**src/rtl/crc16_pkg.sv**
```systemverilog
package crc16_pkg;
  localparam int CRC_W   = 16;
  localparam int BYTE_W  = 8;
  localparam int CNT_W   = 12;
  localparam int REG_W   = 16;
  localparam int ADDR_W  = 2;
  localparam logic [CRC_W-1:0] POLY_REV = 16'h8408;
  localparam logic [CRC_W-1:0] INIT_VAL = 16'h0000;
  localparam logic [CRC_W-1:0] XOR_OUT  = 16'hFCDE;
  localparam logic [ADDR_W-1:0] ADDR_CTRL   = 2'd0;
  localparam logic [ADDR_W-1:0] ADDR_DATA   = 2'd1;
  localparam logic [ADDR_W-1:0] ADDR_RESULT = 2'd2;
  localparam int CLEAR_BIT = 15;

  typedef struct packed {
    logic              clearAll;
    logic              absorb;
    logic [BYTE_W-1:0] item;
  } crcStrobes_t;
endpackage

```
**src/rtl/crc16_ctrl.sv**
```systemverilog
module crc16_ctrl
  import crc16_pkg::*;
(
  input  logic              wrEn,
  input  logic [ADDR_W-1:0] wrAddr,
  input  logic [REG_W-1:0]  wrData,
  input  logic [ADDR_W-1:0] rdAddr,
  input  logic [CNT_W-1:0]  itemCount,
  input  logic [CRC_W-1:0]  crcResult,
  output crcStrobes_t       strobes,
  output logic [REG_W-1:0]  rdData
);
  localparam int PAD_W = REG_W - CNT_W;

  always_comb begin
    strobes.clearAll = wrEn && (wrAddr == ADDR_CTRL) && wrData[CLEAR_BIT];
    strobes.absorb   = wrEn && (wrAddr == ADDR_DATA);
    strobes.item     = wrData[BYTE_W-1:0];
  end

  always_comb begin
    unique case (rdAddr)
      ADDR_CTRL:   rdData = {{PAD_W{1'b0}}, itemCount};
      ADDR_RESULT: rdData = crcResult;
      default:     rdData = '0;
    endcase
  end
endmodule

```
**src/rtl/crc16_datapath.sv**
```systemverilog
module crc16_datapath
  import crc16_pkg::*;
(
  input  logic             clk,
  input  logic             rstN,
  input  crcStrobes_t      strobes,
  output logic [CRC_W-1:0] crcState,
  output logic [CNT_W-1:0] itemCount,
  output logic [CRC_W-1:0] crcResult
);
  localparam logic [CNT_W-1:0] CNT_MAX = {CNT_W{1'b1}};

  logic [CRC_W-1:0] bitStage [BYTE_W+1];

  assign bitStage[0] = crcState ^ {{(CRC_W-BYTE_W){1'b0}}, strobes.item};

  for (genvar b = 0; b < BYTE_W; b++) begin : g_bit
    assign bitStage[b+1] = bitStage[b][0] ? ((bitStage[b] >> 1) ^ POLY_REV)
                                          : (bitStage[b] >> 1);
  end

  always_ff @(posedge clk or negedge rstN) begin
    if (!rstN) begin
      crcState  <= INIT_VAL;
      itemCount <= '0;
    end else if (strobes.clearAll) begin
      crcState  <= INIT_VAL;
      itemCount <= '0;
    end else if (strobes.absorb) begin
      crcState <= bitStage[BYTE_W];
      if (itemCount != CNT_MAX) itemCount <= itemCount + 1'b1;
    end
  end

  assign crcResult = crcState ^ XOR_OUT;
endmodule

```
**src/rtl/crc16_engine.sv**
```systemverilog
module crc16_engine
  import crc16_pkg::*;
(
  input  logic              clk,
  input  logic              rstN,
  input  logic              wrEn,
  input  logic [ADDR_W-1:0] wrAddr,
  input  logic [REG_W-1:0]  wrData,
  input  logic [ADDR_W-1:0] rdAddr,
  output logic [REG_W-1:0]  rdData
);
  crcStrobes_t      strobes;
  logic [CRC_W-1:0] crcState;
  logic [CRC_W-1:0] crcResult;
  logic [CNT_W-1:0] itemCount;
  logic             clearAll;
  logic             absorb;

  assign clearAll = strobes.clearAll;
  assign absorb   = strobes.absorb;

  crc16_ctrl u_ctrl (
    .wrEn      (wrEn),
    .wrAddr    (wrAddr),
    .wrData    (wrData),
    .rdAddr    (rdAddr),
    .itemCount (itemCount),
    .crcResult (crcResult),
    .strobes   (strobes),
    .rdData    (rdData)
  );

  crc16_datapath u_dp (
    .clk       (clk),
    .rstN      (rstN),
    .strobes   (strobes),
    .crcState  (crcState),
    .itemCount (itemCount),
    .crcResult (crcResult)
  );
endmodule

```
**config.mk**
```make
export PLATFORM = sky130hd
export DESIGN_NAME = crc16_engine
export DESIGN_NICKNAME = d
export VERILOG_FILES = /design/src/rtl/crc16_pkg.sv /design/src/rtl/crc16_ctrl.sv /design/src/rtl/crc16_datapath.sv /design/src/rtl/crc16_engine.sv
export SDC_FILE = /design/constraint.sdc
export NUM_CORES = 1
export LEC_CHECK = 0
export ABC_AREA = 1
export BUFFER_PORTS_ARGS = -buffer_cell sky130_fd_sc_hd__buf_2
export CAP_MARGIN = 20
export CORE_ASPECT_RATIO = 0.8
export CORE_MARGIN = 3
export CORE_UTILIZATION = 56
export CTS_CLUSTER_DIAMETER = 30
export DETAILED_ROUTE_END_ITERATION = 8
export PLACE_DENSITY = 0.85
export SLEW_MARGIN = 0
export SYNTH_ARGS = -nofsm -noshare
export SYNTH_HDL_FRONTEND = slang
export SYNTH_HIERARCHICAL = 1
export SYNTH_SLANG_ARGS = --single-unit
```
**constraint.sdc**
```tcl
create_clock -name clk -period 1.8 [get_ports clk]
set_clock_uncertainty 0.2 [all_clocks]
set_input_delay 0.09 -clock clk [delete_from_list [all_inputs] [get_ports clk]]
set_output_delay 0.09 -clock clk [all_outputs]
set_load 0.01 [all_outputs]
```
; ---- Yosys cells after proc, flatten, opt, wreduce, memory -nomap -nowiden
; Index checks and enable logic that the tools add are counted.
[word_totals]
ff_bits = 28
in_bits = 23
output_inout_bits = 16
[classes]
add_sub_neg = 1
n_eq_ne = 3
n_mux = 14
bitwise = 10
n_reduce_logical = 8
[ops]
columns = cell, count
row1 = $mux W16, 10
row2 = $mux W12, 3
row3 = $pmux W16 S2, 1
row4 = $not A2 Y3, 8
row5 = $xor A16 B8 Y16, 1
row6 = $add A12 B1 Y12 const B, 1
row7 = $ne A12 B12 Y1 const B, 1
row8 = $not A12 Y12, 1
row9 = $logic_not A2 Y1, 2
row10 = $reduce_bool A2 Y1, 2
row11 = $logic_and A1 B1 Y1, 3
row12 = $eq A2 B1 Y1 const B, 1
row13 = $eq A2 B2 Y1 const B, 1
row14 = $reduce_and A2 Y1, 1

; ---- Longest topological paths before layout
; Gate-level depths: netlist (run 1).
[logic_depth]
ltp_word = 19
ltp_mapped = 9
mapped_depth_nobuf = 9

; ---- Modules after synthesis
; Netlist (run 1), hierarchy kept.
[modules_own_cells]
columns = mod, instances, cells_per_inst, area_per_inst_um2, seq_area_each_um2
row1 = crc16_datapath, 1, 277, 1853.0, 700.7
row2 = crc16_ctrl, 1, 64, 300.3, 0.0

; ---- Worst setup path before layout (run 1)
; No wires, ideal clock.
[synth_path]
kind = reg-to-reg
startpoint = register u_dp.itemCount[0]
endpoint = register u_dp.itemCount[4]
arrival_ns = 1.167
required_ns = 1.477
setup_slack_ns = 0.309
stages_incl_launch_ff = 9
path_buffers = 1
synth_period_minus_slack_ns = 1.491
cell_sequence = dfrtp_1 > ha_1 > nand2_4 > nor2_4 > nand3_4 > nand2_4 > buf_8 > nand3_1 > o21ai_1
[synth_via]
elab_chain_len = 4
word_cells_on_any_way = 7
classes_between = add/sub (1) / eq/ne (1) / mux (3) / reduce/logical (2)
[synth_lines]
columns = item, line_no
row1 = from (decl), crc16_datapath.sv:8  ; output logic [CNT_W-1:0] itemCount,
row2 = from (signal assigned), crc16_datapath.sv:31  ; if (itemCount != CNT_MAX) itemCount <= itemCount + 1'b1;
row3 = $add A12 B1 Y12, crc16_datapath.sv:31
row4 = $mux W12, crc16_datapath.sv:31
row5 = $mux W12, crc16_datapath.sv:29  ; end else if (strobes.absorb) begin
row6 = $mux W12, crc16_datapath.sv:26  ; end else if (strobes.clearAll) begin
; Parallel ways exist; a longest one is shown, timed or not. The select of a mux whose other input is x is not followed.
; A chain may end at the register's enable or synchronous reset.

; ---- Worst setup path in the final report (run 1)
[layout_path]
startpoint = register u_dp.itemCount[1]
endpoint = register u_dp.itemCount[9]
; Same word-level chain as after synthesis.

==> out/metrics.yaml, run 1 <==
outcome:
  outcome: "complete, no violations"
sta:
  worstMarginPinSlew_ns: 0.658
  finalSetupViolations: 0
  fmax_mhz: 601
  grt_setup_unrepaired: "no"
  finalSetupTns_ns: 0
  slew_violations: 0
  hold_viol_final: 0
  maxSlewHeadroom_pct: 56.2
  finalCritPeriodShare_pct: 92.4
  period_minus_slack_ns: 1.66
power:
  seqPwrFrac_pct: 39.8
  power_switching_mw: 1.11
  pwr_density_cell_mw_per_mm2: 1100
  leakagePower_nw: 1.33
  ir_worst_vdd_mv: 0.681
  p_comb_share_pct: 44.4
  sw_frac_of_total_pct: 43.8
  p_clk_share_pct: 15.7
  p_int_mw: 1.43
setup_path:
  crit_chain: "ha_1 -> nand2_4 -> nor2_4 -> nand3_4 -> nand2_2 -> inv_2 -> nand3_1 -> nand2_1"
  cp-start-kind: "register"
  worstSetupEndpointType: "register"
  critPathMaxFanout: 8
  path_class: "register to register"
  arrival_ns: 1.64
  crit_required_ns: 1.78
  cp_slowest_cell: "dfrtp_1"
  worst_path_largest_cell_delay_ns: 0.40
final_layout:
  fin_cells: 404
  area_growth_pct: 8.66
  postLayoutCoreUtil_pct: 65.1
  drive_gt1_share_pct: 13.8
  diodes: 0
  nNetsFinal: 387
grt:
  grt_pass1_wl_um: 8520
  grt_pass1_vias: 1916
  grt_overflow: 0
  antenna_found_initial: 0
  grt.total_usage_pct: 24.5
  grt_max_degree: 29
clocking:
  cts_buffers: 3
  path_clk_slew_ns: 0.10
  cts_root_buf: "clkbuf_8"
  clock_sinks: 28
  clockBufferDepth: 2
  cts_tree: "done"
  cts-htree-levels: 1
  clkLatencyLatePin_ns: 0.28
die:
  start_util_pct: 59.9
  die_w_um: 74.8
  fp-row-count: 19
  pin_count: 39
  dieArea_mm2: 0.00457
  die_h_um: 61.1
  core_area_mm2: 0.00354
synthesis:
  synth_cells: 337
  yosysWarnings: 6
  syn_nets: 361
  syn_area_mm2: 0.00212
  avgSynthCellArea_um2: 6.30
detailed_routing:
  ant_nets: 0
  drtIter0Drc: 278
  postRouteWirelength_um: 5120
  vias_per_cell: 5.34
  vias: 2158
  drc: 0
  dr.pass1.iters: 4
  wl_per_cell_um: 12.7
worst_hold_path:
  min_path_type: "input pin to register"
place:
  gp_congestion: 0.905
  place.detailed.hpwl_um: 3910
  io_buffers: 31
  placed_cells: 398
job:
  cap_viol_max_count: 0
routing by layer:
layer  GRT usage (%)  part of all wire, %  vias up
met5               0                    0        -
met4            5.08                 0.72        0
met3            5.06                   10        6
met2            35.5                   42      100
met1            37.7                   47      959
li1                -                    -     1093
critical path, delay by kind of cell (launching register included):
family                     cells  cell delay, ns
buffers and inverters          1            0.08
DFF                            1            0.40
adders and majority gates      1            0.25
and+or+nand+nor                6            0.63
repair_timing:
item,in CTS,in global routing
buffers inserted,0,1
endpoints found under the setup margin,0,2
gates resized for setup,0,0
hold buffers,1,0
hold endpoints to repair,28,0
cells in the final DEF (no fill, tap or decap), types with 5 or more instances in the layout:
cell type / n
buf_2: 31
o22ai_1: 6
dfrtp_1: 28
nand3_1: 53
o21ai_1: 7
inv_1: 43
o21ai_0: 5
nor2_1: 16
nand2_1: 144
xnor2_1: 5
power groups by stage:
| stage | clock, mW | sequential (mW) | combinational [mW] |
|---|---|---|---|
| after floorplan | 0 | 0.980 | 0.848 |
| after global placement | 0 | 1.02 | 1.06 |
| after detailed placement | 0 | 1.03 | 1.10 |
| after CTS | 0.411 | 1.01 | 1.10 |
| after global routing | 0.435 | 1.05 | 1.28 |
| final | 0.399 | 1.01 | 1.13 |
final timing paths:
kind	startpoint	end	slack [ns]	depth (start not counted)
max	u_dp/itemCount[1]$_DFFE_PN0P_	u_dp/itemCount[9]$_DFFE_PN0P_	0.14	8
min	wrData[3]	u_dp/crcState[11]$_DFFE_PN0P_	0.03	4
max reg2reg	u_dp/itemCount[1]$_DFFE_PN0P_	u_dp/itemCount[9]$_DFFE_PN0P_	0.14	8
min reg2reg	u_dp/crcState[7]$_DFFE_PN0P_	u_dp/crcState[7]$_DFFE_PN0P_	0.34	2
max in group asynchronous	rstN	u_dp/crcState[15]$_DFFE_PN0P_	0.80	2
min in group asynchronous	rstN	u_dp/itemCount[10]$_DFFE_PN0P_	0.17	2
cell type report:
cell class / count / area (µm²)
Tap cell: 42 / 52.6
Fill cell: 337 / 1230
Timing Repair Buffer: 35 / 188
Inverter: 44 / 165
Sequential cell: 28 / 701
Clock buffer: 4 / 55.1
Multi-Input combinational cell: 251 / 1150
sequential cells by signal (all words and copies together) (netlist names):
| register | flops |
|---|---|
| u_dp/itemCount | 12 |
| u_dp/crcState | 16 |
stage by stage:
step	hold WS (ns)	worst slack, ns	cell area (µm²)	total power [mW]
after floorplan	-0.406	0.309	2120	1.83
after global placement	-0.0443	0.184	2230	2.08
after detailed placement	-0.0423	0.131	2230	2.12
after CTS	0.0283	0.112	2300	2.53
after global routing	0.0757	0.00736	2310	2.77
final	0.0279	0.137	2310	2.54
(Power assumes the default switching activity.)
==> inputs of run 2 (changes only) <==
--- a/config.mk
+++ b/config.mk
@@ -9,13 +9,13 @@
 export BUFFER_PORTS_ARGS = -buffer_cell sky130_fd_sc_hd__buf_2
 export CAP_MARGIN = 20
 export CORE_ASPECT_RATIO = 0.8
-export CORE_MARGIN = 3
-export CORE_UTILIZATION = 56
+export CORE_MARGIN = 2
+export CORE_UTILIZATION = 54
 export CTS_CLUSTER_DIAMETER = 30
 export DETAILED_ROUTE_END_ITERATION = 8
-export PLACE_DENSITY = 0.85
+export PLACE_DENSITY = 0.84
+export REMOVE_ABC_BUFFERS = 1
 export SLEW_MARGIN = 0
 export SYNTH_ARGS = -nofsm -noshare
 export SYNTH_HDL_FRONTEND = slang
-export SYNTH_HIERARCHICAL = 1
 export SYNTH_SLANG_ARGS = --single-unit
==> run 2 against run 1 <==
  * Critical path depth stayed put
  * Via count is 15% lower
  * Synthesized cell count decreased by 24%
  * Fmax shrank 0.31%
  * Global-route usage is 0.74 points higher
  * Power is 4.1% lower
  * Sequential power is essentially flat
  * Combinational power shrank 4%
  * Routed wire length decreased by 12%
  * Synthesized area fell by 15%
  * Non-clock buffer count increased by 5
  * Sequential share of layout area up 3.1 points
==> out/metrics.yaml, run 2 <==
place:
  postPlaceCellArea_mm2: 0.00203  # -9.0%
  io_buffers: 31  # unchanged
  place.detailed.hpwl_um: 3420  # -12%
  placed_cells: 330  # -17%
  gp_congestion: 0.911  # +0.70%
die:
  core_area_mm2: 0.00313  # -12%
  start_util_pct: 57.5  # -2.5 points
  dieArea_mm2: 0.00381  # -17%
  die_h_um: 55.6  # -8.9%
  die_w_um: 68.5  # -8.4%
  pin_count: 39  # unchanged
  fp-row-count: 18  # -1
setup_path:
  r2r_start: "u_dp.itemCount[0]$_DFFE_PN0P_"
  crit_chain: "ha_1 -> nand2_2 -> nor2_4 -> nand3_2 -> a21boi_4 -> buf_6 -> nand2_1 -> o21ai_0"
  crit_required_ns: 1.78  # about the same
  cp_slowest_cell: "dfrtp_1"
  worst_path_largest_cell_delay_ns: 0.38  # -0.02 ns
  startpoint: "u_dp.itemCount[0]$_DFFE_PN0P_"
  critPathBufInv: 1  # unchanged
  critPathMaxFanout: 13  # +5
  cp-start-kind: "register"
  cpLargestDelayFamily: "simple AND/OR/NAND/NOR gates"
  arrival_ns: 1.65  # about the same
  worstSetupEndpointType: "register"
  path_class: "register to register"
clocking:
  clockBufferDepth: 2  # unchanged
  clkLatencyLatePin_ns: 0.27  # about the same
  cts_root_buf: "clkbuf_8"
  cts_buffers: 3  # unchanged
  clock_sinks: 28  # unchanged
  path_clk_slew_ns: 0.08  # -0.02 ns
  cts_tree: "done"
  cts-htree-levels: 1  # unchanged
power:
  pwr_density_cell_mw_per_mm2: 1160  # +5.6%
  ir_worst_vdd_mv: 0.527  # -23%
  leakagePower_nw: 1.06  # -20%
final_layout:
  final-seq-area_um2: 701  # unchanged
  fin_cells: 335  # -17%
  fillers: 287  # -15%
  nNetsFinal: 321  # -17%
  fin_area_mm2: 0.00210  # -9.2%
  drive_gt1_share_pct: 16.9  # +3.1 points
  final_cell_mix: "nand2_1, inv_1, nand3_1"
  area_growth_pct: 16.5
  multi_input_area_um2: 947  # -17%
  layout_commonest_cell: "nand2_1"
  regMostFlops: "u_dp.crcState"
  postLayoutCoreUtil_pct: 66.9  # +1.8 points
  reg.largest.list: "u_dp.crcState: 16 flops, u_dp.itemCount: 12 flops"
  largest_reg_flops: 16  # unchanged
  diodes: 0  # unchanged
worst_hold_path:
  min_path_type: "input pin to register"
  min_from: "wrData[1]"
synthesis:
  synthArstFlopShare_pct: 100
  synth_top_cell_by_area: "dfrtp_1"
  syn_area_mm2: 0.00180  # -15%
  synth-edff-count: 0
  yosysWarnings: 0  # -6
  synth_cells: 256  # -24%
  synth-seq-cells: 28
  synth_common_cells: "nand2_1, inv_1, nand3_1, dfrtp_1, o21ai_0"
  yosys-top-cells-area: "dfrtp_1, nand2_1, nand3_1"
  synthMostInstantiatedCell: "nand2_1"
  synth.top_cell.area_share_pct: 38.9
  synthFlopType: "dfrtp_1"
  ys_types: 22
  seq_area_frac_synth_pct: 38.9
  avgSynthCellArea_um2: 7.03  # +12%
grt:
  grt.total_usage_pct: 25.2  # +0.74 points
  grt_max_degree: 29  # unchanged
  grt_pass1_vias: 1728  # -9.8%
  grt_pass1_wl_um: 7460  # -12%
  antenna_found_initial: 0  # unchanged
  grt_overflow: 0  # unchanged
job:
  cap_viol_max_count: 0  # unchanged
sta:
  period_minus_slack_ns: 1.67  # +0.00511 ns
  maxSlewHeadroom_pct: 57.5  # +1.3 points
  finalCritPeriodShare_pct: 92.7  # +0.28 points
  finalSetupTns_ns: 0  # unchanged
  grt_setup_unrepaired: "no"
  finalSetupViolations: 0  # unchanged
  worstMarginPinSlew_ns: 0.638  # -0.0197 ns
  fmax_mhz: 599  # -0.31%
  slew_violations: 0  # unchanged
  hold_viol_final: 0  # unchanged
detailed_routing:
  postRouteWirelength_um: 4490  # -12%
  vias: 1832  # -15%
  vias_per_cell: 5.47  # +2.4%
  drc: 0  # unchanged
  dr.pass1.iters: 4  # unchanged
  drtIter0Drc: 209  # -25%
  ant_nets: 0  # unchanged
  wl_per_cell_um: 13.4  # +5.9%
outcome:
  outcome: "complete, no violations"
==> run 2: worst min-delay path, delay by kind of cell <==
family / cells / cell delay, ns
and+or+nand+nor: 3 / 0.21
buffers and inverters: 1 / 0.08
xor gates and xnor gates: 1 / 0.12
==> run 2: what timing repair did <==
action                     in CTS  in global routing
hold endpoints to repair       28                  0
resized for setup               0                  1
buffers inserted                0                  1
hold buffers                    1                  0
setup endpoints to repair       0                  9
==> run 2: worst paths after layout <==
kind / to / cells past startpoint / slack (ns)
max: u_dp.itemCount[5]$_DFFE_PN0P_ / 8 / 0.13
min: u_dp.crcState[9]$_DFFE_PN0P_ / 5 / 0.07
max reg2reg: u_dp.itemCount[5]$_DFFE_PN0P_ / 8 / 0.13
min reg2reg: u_dp.crcState[8]$_DFFE_PN0P_ / 2 / 0.32
max in group asynchronous: u_dp.itemCount[11]$_DFFE_PN0P_ / 2 / 0.82
min in group asynchronous: u_dp.crcState[5]$_DFFE_PN0P_ / 2 / 0.16
==> run 2: layout make-up <==
| cell class | count | area share (%) |
|---|---|---|
| inverters | 34 | 6.09 |
| flip-flops and latches | 28 | 33.4 |
| repair buffers | 40 | 10.9 |
| multi-input cells | 190 | 45.2 |
| clock buffers | 3 | 1.97 |
| well taps | 40 | 2.39 |
==> run 2: logic make-up after synthesis <==
group | Yosys count | synth area share (%)
adder cells (fa/ha/maj) | 1 | 0.695
AO/OA/AOI/OAI | 40 | 13.2
XOR/XNOR | 13 | 6.33
flip-flops | 28 | 38.9
AND/OR/NAND/NOR | 136 | 32.4
buffers and inverters | 38 | 8.41
==> run 2: per-layer routing <==
metal	track usage (%)	vias up	part of all wire, %
li1	-	911	-
met1	32.5	852	42
met2	43.8	67	52
met3	4.45	2	5.8
met4	4.57	0	0.16
met5	0	-	0
==> run 2: through the flow <==
stage	hold WS [ns]	total power, mW	setup WS [ns]
detailed placement	-0.0614	2.08	0.0973
finish	0.0717	2.44	0.132
global route	0.0955	2.65	0.00572
floorplan	-0.406	1.75	0.160
CTS	0.0574	2.42	0.0699
global placement	-0.0679	2.03	0.137
==> run 2: where the power goes <==
group	switching (mW)	internal, mW
clock	0.182	0.150
combinational	0.659	0.418
sequential	0.209	0.818
==> inputs of run 3 (changes only) <==
--- a/config.mk
+++ b/config.mk
@@ -13,7 +13,7 @@
 export CORE_UTILIZATION = 54
 export CTS_CLUSTER_DIAMETER = 30
 export DETAILED_ROUTE_END_ITERATION = 8
-export PLACE_DENSITY = 0.84
+export PLACE_DENSITY = 0.79
 export REMOVE_ABC_BUFFERS = 1
 export SLEW_MARGIN = 0
 export SYNTH_ARGS = -nofsm -noshare
==> run 3 against run 2 <==
  * Hold slack got worse by 0.018 ns
  * Global-route usage rose by 1.4 points
  * Cell count grew 0.90%
  * Sequential power about the same
  * Core utilization increased by 1.9 points
  * Fmax fell by 2.2%
  * Routed wire length grew 2.1%
  * Non-clock buffer count is 2 higher
  * Critical path depth decreased by 1
  * Power is 8.3% higher
==> out/metrics.yaml, run 3 (synthesis gave the netlist of run 2 again) <==
outcome:
  outcome: "complete, no violations"
sta:
  hold_viol_final: 0  # unchanged
  hold_ws_ns: 0.0539  # -0.0178 ns
  slew_violations: 0  # unchanged
  maxSlewHeadroom_pct: 58.6  # +1.2 points
  finalCritPeriodShare_pct: 94.8  # +2.1 points
  worstMarginPinSlew_ns: 0.621  # -0.0175 ns
  finalSetupViolations: 0  # unchanged
  period_minus_slack_ns: 1.71  # +0.0374 ns
  fmax_mhz: 586  # -2.2%
  worst_slack_ns: 0.0944  # -0.0374 ns
  finalSetupTns_ns: 0  # unchanged
setup_path:
  critPathMaxFanout: 12  # -1
  startpoint: "u_dp.itemCount[0]$_DFFE_PN0P_"
  worstSetupEndpointType: "register"
  path_class: "register to register"
  arrival_ns: 1.67  # +0.02 ns
  crit_required_ns: 1.77  # about the same
  cp-start-kind: "register"
  r2r_start: "u_dp.itemCount[0]$_DFFE_PN0P_"
final_layout:
  final-seq-area_um2: 701  # unchanged
  regMostFlops: "u_dp.crcState"
  diodes: 0  # unchanged
  drive_gt1_share_pct: 18.1  # +1.2 points
  multi_input_area_um2: 950  # +0.26%
  layout_commonest_cell: "nand2_1"
  fillers: 271  # -5.6%
  final_cell_mix: "nand2_1, inv_1, nand3_1"
  area_growth_pct: 19.8
  fin_cells: 338  # +0.90%
  nNetsFinal: 323  # +0.62%
  largest_reg_flops: 16  # unchanged
  reg.largest.list: "u_dp.crcState: 16 flops, u_dp.itemCount: 12 flops"
die:
  die_h_um: 55.6  # unchanged
  die_w_um: 68.5  # unchanged
  start_util_pct: 57.5  # unchanged
  pin_count: 39  # unchanged
  core_area_mm2: 0.00313  # unchanged
  dieArea_mm2: 0.00381  # unchanged
  fp-row-count: 18  # unchanged
grt:
  grt_overflow: 0  # unchanged
  grt_max_degree: 29  # unchanged
  globalRouteMet2Util_pct: 38.2  # -5.6 points
  grt_pass1_vias: 1645  # -4.8%
  grt.busiest_layer: "met1"
  grt_pass1_wl_um: 7580  # +1.7%
  grt_util_met1_pct: 40.1  # +7.6 points
  grt.total_usage_pct: 26.6  # +1.4 points
  antenna_found_initial: 0  # unchanged
  met3_usage_pct: 5.67  # +1.2 points
detailed_routing:
  dr.pass1.iters: 4  # unchanged
  ant_nets: 0  # unchanged
  postRouteWirelength_um: 4590  # +2.1%
  wl_per_cell_um: 13.6  # +1.2%
  drtIter0Drc: 177  # -15%
  drc: 0  # unchanged
  vias: 1858  # +1.4%
  vias_per_cell: 5.50  # +0.52%
power:
  p_int_mw: 1.55  # +11%
  p_comb_share_pct: 41.9  # -2.3 points
  sw_frac_of_total_pct: 41.4  # -1.7 points
  finalPower_mw: 2.64  # +8.3%
  pwr_density_cell_mw_per_mm2: 1220  # +5.2%
  p_clk_share_pct: 19.3  # +5.7 points
  leakagePower_nw: 1.09  # +2.9%
  power_switching_mw: 1.09  # +4.0%
  seqPwrFrac_pct: 38.7  # -3.5 points
  ir_worst_vdd_mv: 0.811  # +54%
clocking:
  clockBufferDepth: 2  # unchanged
  clkLatencyLatePin_ns: 0.28  # about the same
  clock_sinks: 28  # unchanged
  cts_tree: "done"
  cts-htree-levels: 1  # unchanged
  cts_buffers: 3  # unchanged
  cts_root_buf: "clkbuf_8"
  path_clk_slew_ns: 0.10  # +0.02 ns
job:
  cap_viol_max_count: 0  # unchanged
place:
  gp_congestion: 0.925  # +1.5%
  dp_slack_ns: 0.124  # +0.0263 ns
  placed_cells: 329  # -0.30%
  io_buffers: 31  # unchanged
  place.detailed.hpwl_um: 3400  # -0.68%
worst_hold_path:
  min_path_type: "input pin to register"
  min_from: "wrAddr[1]"
run 3: cell count changes in the layout (fill, tap and decap cells not counted):
cell / change
buf_12: +1
buf_4: +1
bufinv_16: +1
ha_1: -1
ha_2: +1
run 3: layer usage:
layer | vias up | share of wire (%) | wire [µm]
met4 | 0 | 1.5 | 68
li1 | 917 | - | -
met3 | 6 | 8.0 | 368
met2 | 79 | 42 | 1950
met5 | - | 0 | 0
met1 | 856 | 48 | 2210
run 3: repair_timing:
action | CTS | global route
hold endpoints to repair | 28 | 0
hold buffers | 1 | 0
buffers inserted | 0 | 4
endpoints found under the setup margin | 0 | 10
resized for setup | 0 | 2
run 3: final cells by class:
cell class              count  area share [%]
clock inverters             1            1.39
repair buffers             42            11.9
clock buffers               3            1.92
multi-input cells         190            44.1
inverters                  34            5.92
well taps                  40            2.32
flip-flops and latches     28            32.5
run 3: final timing paths:
check | end | slack (ns) | depth (start not counted)
min | u_dp.crcState[13]$_DFFE_PN0P_ | 0.05 | 4
max reg2reg | u_dp.itemCount[11]$_DFFE_PN0P_ | 0.09 | 7
max in group asynchronous | u_dp.crcState[9]$_DFFE_PN0P_ | 0.85 | 2
min reg2reg | u_dp.crcState[2]$_DFFE_PN0P_ | 0.34 | 2
max | u_dp.itemCount[11]$_DFFE_PN0P_ | 0.09 | 7
min in group asynchronous | u_dp.itemCount[11]$_DFFE_PN0P_ | 0.15 | 2
run 3: power by group through the flow:
stage               clock [mW]  combinational, mW  sequential (mW)
finish                   0.510               1.11             1.02
floorplan                    0              0.773            0.979
global route             0.542               1.27             1.04
detailed placement           0               1.05             1.03
CTS                      0.515               1.07             1.02
global placement             0               1.02             1.02
run 3: through the flow:
stage	area [µm²]	util [%]
after floorplan	1780	-
after global placement	2040	65.1
after detailed placement	2040	65.1
after CTS	2120	67.7
after global routing	2160	68.9
final	2160	68.9
run 3: worst max-delay path: stages (launching register included):
cell      delay [ns]
dfrtp_1         0.40
ha_2            0.21
nand2_2         0.08
nor2_4          0.15
nand3_2         0.11
a21boi_4        0.20
buf_12          0.15
o21ai_0         0.09
